**src/rtl/dsb_pkg.sv**
```systemverilog
package dsb_pkg;
    typedef enum logic [1:0] {
        FILL_EMPTY = 2'd0,
        FILL_PART  = 2'd1,
        FILL_FULL  = 2'd2
    } fill_e;
endpackage

```
**src/rtl/dsb_eject.sv**
```systemverilog
module dsb_eject #(
    parameter int NP    = 4,
    parameter int W     = 16,
    parameter int LANES = 2
) (
    input  logic [NP-1:0]      in_vld,
    input  logic [NP-1:0]      in_home,
    input  logic [NP*W-1:0]    in_data,
    output logic [LANES-1:0]   ej_vld,
    output logic [LANES*W-1:0] ej_data,
    output logic [NP-1:0]      keep_vld
);
    localparam int LW = $clog2(LANES + 1);

    always_comb begin
        logic [LW-1:0] taken;
        taken    = '0;
        ej_vld   = '0;
        ej_data  = '0;
        keep_vld = in_vld;
        for (int i = 0; i < NP; i++) begin
            if (in_vld[i] && in_home[i] && (taken < LW'(LANES))) begin
                ej_vld[taken]            = 1'b1;
                ej_data[taken*W +: W]    = in_data[i*W +: W];
                keep_vld[i]              = 1'b0;
                taken                    = taken + 1'b1;
            end
        end
    end
endmodule

```
**src/rtl/dsb_fill.sv**
```systemverilog
module dsb_fill #(
    parameter int NP = 4,
    parameter int W  = 16
) (
    input  logic [NP-1:0]   keep_vld,
    input  logic [NP*W-1:0] in_data,
    input  logic            buf_vld,
    input  logic [W-1:0]    buf_flit,
    input  logic            buf_full,
    input  logic            inj_req,
    input  logic [W-1:0]    inj_data,
    output logic [NP-1:0]   arb_vld,
    output logic [NP*W-1:0] arb_data,
    output logic [NP-1:0]   arb_must,
    output logic            pop,
    output logic            inj_ack
);
    always_comb begin
        arb_vld  = keep_vld;
        arb_data = in_data;
        arb_must = '0;
        pop      = 1'b0;
        inj_ack  = 1'b0;
        for (int i = 0; i < NP; i++) begin
            if (!keep_vld[i]) begin
                if (buf_vld && !pop) begin
                    arb_vld[i]         = 1'b1;
                    arb_data[i*W +: W] = buf_flit;
                    arb_must[i]        = buf_full;
                    pop                = 1'b1;
                end else if (inj_req && !inj_ack) begin
                    arb_vld[i]         = 1'b1;
                    arb_data[i*W +: W] = inj_data;
                    inj_ack            = 1'b1;
                end
            end
        end
    end
endmodule

```
**src/rtl/dsb_fifo.sv**
```systemverilog
module dsb_fifo
    import dsb_pkg::*;
#(
    parameter int W     = 16,
    parameter int DEPTH = 4
) (
    input  logic          clk,
    input  logic          rst_n,
    input  logic          push,
    input  logic [W-1:0]  push_data,
    input  logic          pop,
    output logic [W-1:0]  head,
    output logic          nonempty,
    output logic          full,
    output logic [$clog2(DEPTH+1)-1:0] count
);
    localparam int AW = (DEPTH > 1) ? $clog2(DEPTH) : 1;
    localparam int CW = $clog2(DEPTH + 1);

    fill_e          state, state_nx;
    logic [W-1:0]   mem [DEPTH];
    logic [AW-1:0]  rd_ptr, wr_ptr;

    function automatic logic [AW-1:0] step(input logic [AW-1:0] p);
        return (p == AW'(DEPTH - 1)) ? '0 : p + 1'b1;
    endfunction

    always_comb begin
        state_nx = state;
        unique case (state)
            FILL_EMPTY: if (push) state_nx = FILL_PART;
            FILL_PART: begin
                if (push && !pop && count == CW'(DEPTH - 1))
                    state_nx = FILL_FULL;
                else if (pop && !push && count == CW'(1))
                    state_nx = FILL_EMPTY;
            end
            FILL_FULL:  if (pop) state_nx = FILL_PART;
            default:    state_nx = FILL_EMPTY;
        endcase
    end

    always_ff @(posedge clk or negedge rst_n) begin
        if (!rst_n) state <= FILL_EMPTY;
        else        state <= state_nx;
    end

    always_comb begin
        full     = (state == FILL_FULL);
        nonempty = (state != FILL_EMPTY);
        head     = mem[rd_ptr];
    end

    always_ff @(posedge clk or negedge rst_n) begin
        if (!rst_n) begin
            rd_ptr <= '0;
            wr_ptr <= '0;
            count  <= '0;
        end else begin
            if (push) wr_ptr <= step(wr_ptr);
            if (pop)  rd_ptr <= step(rd_ptr);
            if (push && !pop)      count <= count + 1'b1;
            else if (pop && !push) count <= count - 1'b1;
        end
    end

    always_ff @(posedge clk) begin
        if (push) mem[wr_ptr] <= push_data;
    end

    a_r8_no_push_full: assert property (@(posedge clk) disable iff (!rst_n)
        full |-> !push);
    a_r11_no_underflow: assert property (@(posedge clk) disable iff (!rst_n)
        pop |-> count != '0);
    a_r11_bound: assert property (@(posedge clk) disable iff (!rst_n)
        count <= CW'(DEPTH));
endmodule

```
**src/rtl/defl_side_buffer.sv**
```systemverilog
module defl_side_buffer #(
    parameter int NP    = 4,
    parameter int W     = 16,
    parameter int DEPTH = 4,
    parameter int LANES = 2
) (
    input  logic                       clk,
    input  logic                       rst_n,
    input  logic [NP-1:0]              in_vld,
    input  logic [NP-1:0]              in_home,
    input  logic [NP*W-1:0]            in_data,
    output logic [LANES-1:0]           ej_vld,
    output logic [LANES*W-1:0]         ej_data,
    input  logic                       inj_req,
    input  logic [W-1:0]               inj_data,
    output logic                       inj_ack,
    output logic [NP-1:0]              arb_vld,
    output logic [NP*W-1:0]            arb_data,
    output logic [NP-1:0]              arb_must,
    input  logic [NP-1:0]              ret_vld,
    input  logic [NP-1:0]              ret_defl,
    input  logic [NP*W-1:0]            ret_data,
    output logic [NP-1:0]              out_vld,
    output logic [NP*W-1:0]            out_data,
    output logic [$clog2(DEPTH+1)-1:0] occupancy
);
    localparam int CW = $clog2(DEPTH + 1);

    logic [NP-1:0] keep_vld;
    logic          buf_vld, buf_full, pop, push;
    logic [W-1:0]  buf_head, push_data;

    dsb_eject #(.NP(NP), .W(W), .LANES(LANES)) u_eject (
        .in_vld(in_vld), .in_home(in_home), .in_data(in_data),
        .ej_vld(ej_vld), .ej_data(ej_data), .keep_vld(keep_vld)
    );

    dsb_fill #(.NP(NP), .W(W)) u_fill (
        .keep_vld(keep_vld), .in_data(in_data),
        .buf_vld(buf_vld), .buf_flit(buf_head), .buf_full(buf_full),
        .inj_req(inj_req), .inj_data(inj_data),
        .arb_vld(arb_vld), .arb_data(arb_data), .arb_must(arb_must),
        .pop(pop), .inj_ack(inj_ack)
    );

    always_comb begin
        push      = 1'b0;
        push_data = '0;
        out_vld   = ret_vld;
        out_data  = ret_data;
        for (int i = 0; i < NP; i++) begin
            if (ret_vld[i] && ret_defl[i] && !push && !buf_full) begin
                push       = 1'b1;
                push_data  = ret_data[i*W +: W];
                out_vld[i] = 1'b0;
            end
        end
    end

    dsb_fifo #(.W(W), .DEPTH(DEPTH)) u_fifo (
        .clk(clk), .rst_n(rst_n),
        .push(push), .push_data(push_data), .pop(pop),
        .head(buf_head), .nonempty(buf_vld), .full(buf_full),
        .count(occupancy)
    );

    a_r2_lane_order: assert property (@(posedge clk) disable iff (!rst_n)
        ej_vld[LANES-1] |-> ej_vld[0]);
    a_r2_home_only: assert property (@(posedge clk) disable iff (!rst_n)
        $countones(ej_vld) <= $countones(in_vld & in_home));
    a_r7_single_pull: assert property (@(posedge clk) disable iff (!rst_n)
        $countones(ret_vld & ~out_vld) <= 1);
    a_r8_full_passes: assert property (@(posedge clk) disable iff (!rst_n)
        (occupancy == CW'(DEPTH)) |-> (out_vld == ret_vld));
    a_r10_one_must: assert property (@(posedge clk) disable iff (!rst_n)
        $onehot0(arb_must));
    a_r5_free_slot: assert property (@(posedge clk) disable iff (!rst_n)
        (arb_must & in_vld & ~in_home) == '0);
endmodule

```
**config.mk**
```make
export PLATFORM = sky130hd
export DESIGN_NAME = defl_side_buffer
export DESIGN_NICKNAME = d
export VERILOG_FILES = /design/src/rtl/dsb_pkg.sv /design/src/rtl/dsb_eject.sv /design/src/rtl/dsb_fill.sv /design/src/rtl/dsb_fifo.sv /design/src/rtl/defl_side_buffer.sv
export SDC_FILE = /design/constraint.sdc
export NUM_CORES = 1
export LEC_CHECK = 0
export CAP_MARGIN = 20
export CORE_AREA = 5 5 128 130
export DETAILED_ROUTE_END_ITERATION = 16
export DIE_AREA = 0 0 133 135
export DONT_BUFFER_PORTS = 1
export GPL_ROUTABILITY_DRIVEN = 0
export PLACE_DENSITY = 0.72
export SLEW_MARGIN = 20
export SYNTH_ARGS = -nofsm -noshare
export SYNTH_HDL_FRONTEND = slang
export SYNTH_SLANG_ARGS = --single-unit
```
**constraint.sdc**
```tcl
create_clock -name clk -period 3.2 [get_ports clk]
set_input_delay 0.32 -clock clk [delete_from_list [all_inputs] [get_ports clk]]
set_output_delay 0.32 -clock clk [all_outputs]
set_load 0.01 [all_outputs]
```
==> results of run 1 <==
==> through the flow <==
stage,cells,instance area (sq um),utilization [%]
after floorplan,705,6471,-
after global placement,811,6212,41.32
after detailed placement,811,6212,41.32
after CTS,826,6520,43.37
after global routing,826,6520,43.37
final,826,6520,43.37
==> final timing paths <==
path                                      start           endpoint  slack, ns  cells past startpoint
max in group asynchronous                 rst_n   u_fifo.wr_ptr[1]       2.48                      1
worst min-delay path               ret_data[53]   u_fifo.mem[0][5]       0.25                      2
min in group asynchronous                 rst_n   u_fifo.rd_ptr[1]       0.39                      1
worst max register to register  u_fifo.state[0]  u_fifo.mem[0][11]       0.96                      7
worst min register to register  u_fifo.state[1]    u_fifo.state[1]       0.56                      1
worst max-delay path                 in_home[0]        ej_data[18]       0.23                     10
==> cell type report <==
cell class	count	share of cell area, %
multi-input combinational	477	52.93
timing repair buffer	29	3.377
sequential	73	32.93
clock buffer	9	3.454
inverter	45	2.591
tap	188	3.608
clock inverter	5	1.113
==> layout by cell type, fill, tap and decap left out, types with 17 or more instances in the layout <==
master    instances
a21oi_1          34
a22oi_1          33
buf_4            28
edfxtp_1         64
ha_1             18
inv_1            43
nand2_1         101
nand2b_1         21
nor2_1           44
o21ai_0          38
o22ai_1          17
==> flip-flops by register name, summed over array words and instances, names as in the netlist <==
signal         count
u_fifo.state       2
u_fifo.count       3
u_fifo.wr_ptr      2
u_fifo.rd_ptr      2
u_fifo.mem        64
==> cell families after synthesis <==
group	count (synthesis)	share of synthesized area [%]
AO/OA/AOI/OAI	219	26.28
AND/OR/NAND/NOR	217	16.76
buffers and inverters	155	13.53
flip-flops	73	33.18
multiplexers	19	6.071
adder cells (fa/ha/maj)	19	3.654
XOR/XNOR	3	0.5222
==> power by group <==
group	internal [W]	leakage [nW]	switching [W]
logic	0.000702	1.51	0.00115
registers	0.00135	0.708	0.000155
clock network	0.000665	0.146	0.000331
==> synthesized netlist by cell type, drive strengths merged, types with 2 or more instances <==
library cell	number	area, sq um
nand2b	21	131.4
o211ai	4	35.03
o221a	16	180.2
and2b	3	25.02
inv	44	165.2
o221ai	16	140.1
o2bb2ai	16	202.7
and3	2	17.52
nor3	4	25.02
xor2	2	25.03
buf	86	616.8
edfxtp	64	1922
dfrtp	9	225.2
nor3b	3	33.78
nand3	7	35.03
nand2	103	396.6
nor2b	6	40.04
and2	6	37.54
nand3b	2	15.01
a22o	16	140.1
mux4	16	360.4
a22oi	34	260.3
nor2	50	205.2
mux2	2	22.52
nor4	5	67.56
o22ai	17	106.4
o21ai	40	200.2
a21oi	35	178.9
clkbuf	24	90.09
a222oi	16	160.2
a211oi	4	35.03
ha	18	225.2
==> worst register-to-register path, stage by stage, from the launching register on <==
cell	delay, ns
dfrtp_1	0.43
and2b_4	0.26
nor3b_4	0.19
buf_4	0.26
nor4_4	0.05
buf_4	0.19
a222oi_1	0.35
nand2_1	0.21
==> timing repair <==
action | 4_1_cts | 5_1_grt
endpoints found under the hold margin | 9 | 0
resized for setup | 0 | 0
hold buffers | 1 | 0
setup buffers | 0 | 0
==> layer usage <==
layer	share of wire, %	vias to the layer above	global-route usage [%]
met4	6.0	0	13.68
met3	12	119	7.675
met2	49	560	43.91
met5	0	-	0
li1	-	2420	-
met1	33	2665	27.28
==> flow_summary.ini, run 1 <==
[yosys]
ys_seq_area_share_pct = 33.18
synthCells = 705
synthDistinctLibCells = 68
syn-num-nets = 886
synth_ff_type = edfxtp_1
synth-edff-count = 64
netlist_area_sq_um = 6471
yosysWarnings = 0
ys_ff_latch = 73
async_flop_share_pct = 12.33
post_synth.cell_area_avg_sq_um = 9.179

[setup_path]
critPathMaxStageDelay_ns = 0.34
crit_buf_inv = 3
cp_common_cell = ha_1
cp-start-kind = primary input
crit_family = simple AND/OR/NAND/NOR gates
critical_path_arrival_ns = 2.65
path_max_fanout = 16
crit_slowest_cell = ha_1
crit_required_ns = 2.88
end_kind = output pin
crit_chain = nand2_1 -> clkinv_1 -> ha_1 -> nand3b_1 -> xor2_2 -> inv_1 -> ha_1 -> nor4b_4 -> buf_4 -> o2bb2ai_1
path_class = primary input to output pin

[floorplanning]
core_sq_um = 15030
die_width_microns = 133
fp-row-count = 45
die-area_sq_um = 17960
floorplan.initialDensity_pct = 43.05
chipHeight_microns = 135
ios = 341

[global_route]
grt_pass1_wl_mm = 35.12
grt_pass1_vias = 5732
grt_max_degree = 32
antenna_found_initial = 0
gr-total-overflow = 0
grt_use_total_pct = 25.13

[drt]
wl_per_cell_microns = 28.93
ant_nets = 0
via_per_inst = 6.978
drt-initial-drc-count = 835
via_count = 5764
finalWirelength_mm = 23.89
first_pass_iters = 8
drc = 0

[timing]
worstMarginPinSlew_ns = 0.9389
slew_viol_final = 0
setup_tns_ns = 0
finalClockSkew_ns = 0.008019
fmax_mhz = 336.5
setup_viol = 0
holdWs_ns = 0.2523
period_needed_ns = 2.972
rsz0062_at_grt = no
hold_viol = 0
slew_headroom_pct = 37.26
setup_ws_ns = 0.2284
post-route-period-util_pct = 92.86

[pwr]
leakagePower_nw = 2.363
fin_total_pwr_w = 0.004353
ir_drop_mv = 0.2277
p_per_area_nw_per_um2 = 667.6

[clock_network]
clkSlewWorstSetupHoldPaths_ns = 0.05
htree_levels = 3
clk_latency_ns = 0.33
cts_sinks = 73
cts_root_buffer = clkbuf_16
cts_buffers = 9
clk_path_buf_depth = 2
cts_tree = built

[min_path]
min_path_type = primary input to flop

[final_layout]
layout.nets = 816
drive_gt1_share_pct = 14.73
multiInputGateArea_sq_um = 3451
area_growth_syn_to_layout_pct = 0.7540
antenna_cells = 0
n_fill_cell = 1452
regArea_sq_um = 2147

[job]
max_cap_violations = 0

[place]
dp_hpwl_mm = 19.02
place_ws_ns = 0.2680
io_buffer_count = 0

[run_status]
status = complete, no violations
Power figures use the tool's default switching activity.
==> run 2: changes to the inputs <==
CTS_BUF_LIST = sky130_fd_sc_hd__clkbuf_2 sky130_fd_sc_hd__clkbuf_4 sky130_fd_sc_hd__clkbuf_8   (was default)
==> run 2 against run 1 <==
First-iteration DRC count is 8.9% lower. Fmax is 0.36% lower. Utilization is 0.67 points lower. Register-to-register slack hardly changed. Clock skew is 0.0027 ns higher. Flip-flop and latch count stayed put. Power is 6.4% lower. Non-clock buffer count stayed put. Critical endpoint is now arb_data[63].
==> flow_summary.ini, run 2 (synthesis gave the netlist of run 1 again) <==
[setup_path]
path_max_fanout = 16
critical_path_arrival_ns = 2.66
path_class = primary input to output pin
startpoint = in_home[0]
crit_slowest_cell = o311ai_4
cp_num_cells = 9
crit_buf_inv = 2
cp-start-kind = primary input
crit_family = compound AO/OA/AOI/OAI gates
crit_chain = nand2_1 -> clkinv_1 -> ha_1 -> buf_4 -> nand2b_1 -> nand2_2 -> nor3_1 -> o311ai_4 -> o221ai_1
end_kind = output pin
worstSetupEndpoint = arb_data[63]
crit_required_ns = 2.88
rr_startpoint = u_fifo.state[0]
rr_worst_depth = 7
r2r_end = u_fifo.mem[1][12]
critPathMaxStageDelay_ns = 0.88
reg2reg_slack_ns = 0.96

[timing]
finalClockSkew_ns = 0.01067
slew_headroom_pct = 35.87
worstMarginPinSlew_ns = 0.9597
setup_viol = 0
period_needed_ns = 2.982
slew_viol_final = 0
post-route-period-util_pct = 93.20
holdWs_ns = 0.2404
fmax_mhz = 335.3
rsz0062_at_grt = no
setup_tns_ns = 0
hold_viol = 0

[pwr]
p_int_w = 0.002470
leakagePower_nw = 2.317
p_sw_w = 0.001603
p_per_area_nw_per_um2 = 634.5
combinationalPowerShare_pct = 45.4
ir_drop_mv = 0.2025
pwr-share-seq_pct = 36.9
switching_share_pct = 39.35
power_frac_clock_pct = 17.7

[final_layout]
n_fill_cell = 1467
fin_util_pct = 42.70
area_growth_syn_to_layout_pct = -0.8120
final_cell_mix = nand2_1 (101), edfxtp_1 (64), nor2_1 (44), inv_1 (43), o21ai_0 (38)
top_register = u_fifo.mem
design_area_sq_um = 6419
final_cells = 826
antenna_cells = 0
layout.nets = 816
final_common_cell = nand2_1
largest_registers = u_fifo.mem x64, u_fifo.count x3
largest_reg_flops = 64
drive_gt1_share_pct = 14.73

[clock_network]
clk_path_buf_depth = 2
clkSlewWorstSetupHoldPaths_ns = 0.06
cts_tree = built
cts_root_buffer = clkbuf_8
cts_sinks = 73
cts_buffers = 9
htree_levels = 3
cts_setup_buffers = 0
clk_latency_ns = 0.34

[global_route]
grt_pass1_wl_mm = 35.00
antenna_found_initial = 0
gr-total-overflow = 0
grt_max_degree = 32
grt_pass1_vias = 5699
grt_use_total_pct = 25.03

[floorplanning]
core_sq_um = 15030
ios = 341
floorplan.initialDensity_pct = 43.05
die_width_microns = 133
fp-row-count = 45
die-area_sq_um = 17960
chipHeight_microns = 135

[drt]
via_per_inst = 6.969
first_pass_iters = 9
via_count = 5756
ant_nets = 0
drc = 0
wl_per_cell_microns = 28.90
drt-initial-drc-count = 761
finalWirelength_mm = 23.87

[place]
dp_hpwl_mm = 19.02
io_buffer_count = 0
place_area_sq_um = 6212
dp.cells = 811

[job]
max_cap_violations = 0

[run_status]
status = complete, no violations

[min_path]
min_path_type = primary input to flop
run 2: through the flow:
step	setup WS (ns)	total power, W
2_1_floorplan	0.008057	0.002912
3_3_place_gp	0.3579	0.003279
3_5_place_dp	0.2680	0.003359
4_1_cts	0.2639	0.004083
5_1_grt	0.08634	0.004296
6_report	0.2177	0.004072
run 2: worst min path at each step:
stage | depth (start not counted) | slack (ns) | start | endpoint
2_1_floorplan | 0 | 0.02 | rst_n | u_fifo.count[0]
3_3_place_gp | 0 | 0.03 | rst_n | u_fifo.count[0]
4_1_cts | 2 | 0.22 | ret_data[49] | u_fifo.mem[0][1]
6_report | 2 | 0.24 | ret_data[53] | u_fifo.mem[0][5]
3_5_place_dp | 0 | 0.03 | rst_n | u_fifo.count[0]
5_1_grt | 2 | 0.23 | ret_data[63] | u_fifo.mem[2][15]
run 2: worst register-to-register path, stage by stage (launching register included):
cell      delay, ns
dfrtp_1        0.43
and2b_4        0.26
nor3b_4        0.19
buf_4          0.26
nor4_4         0.05
buf_4          0.19
a222oi_1       0.35
nand2_1        0.20
run 2: what timing repair did:
action	in CTS	in global routing
endpoints found under the hold margin	9	0
resized for setup	0	0
hold buffers	1	0
run 2: final cells by class:
class                           count  area, sq um  share of cell area [%]
Clock buffer                        9        123.9                   1.930
Tap cell                          188        235.2                   3.665
Clock inverter                      5        72.57                   1.131
Timing Repair Buffer               29        220.2                   3.431
Sequential cell                    73         2147                   33.45
Multi-Input combinational cell    477         3451                   53.76
Inverter                           45        168.9                   2.632
run 2: routing by layer:
metal	vias up	global-route usage, %	wire, microns
met5	-	0	0
met4	0	13.68	1357
met3	116	7.563	2735
met2	566	43.65	11700
met1	2655	27.28	8078
li1	2419	-	-
run 2: power by group through the flow:
stage / Clock [W] / Combinational (W) / Sequential (W)
floorplan: 0 / 0.00148 / 0.00144
global placement: 0 / 0.00178 / 0.00150
detailed placement: 0 / 0.00183 / 0.00153
CTS: 0.000737 / 0.00184 / 0.00151
global route: 0.000781 / 0.00199 / 0.00153
finish: 0.000723 / 0.00185 / 0.00150
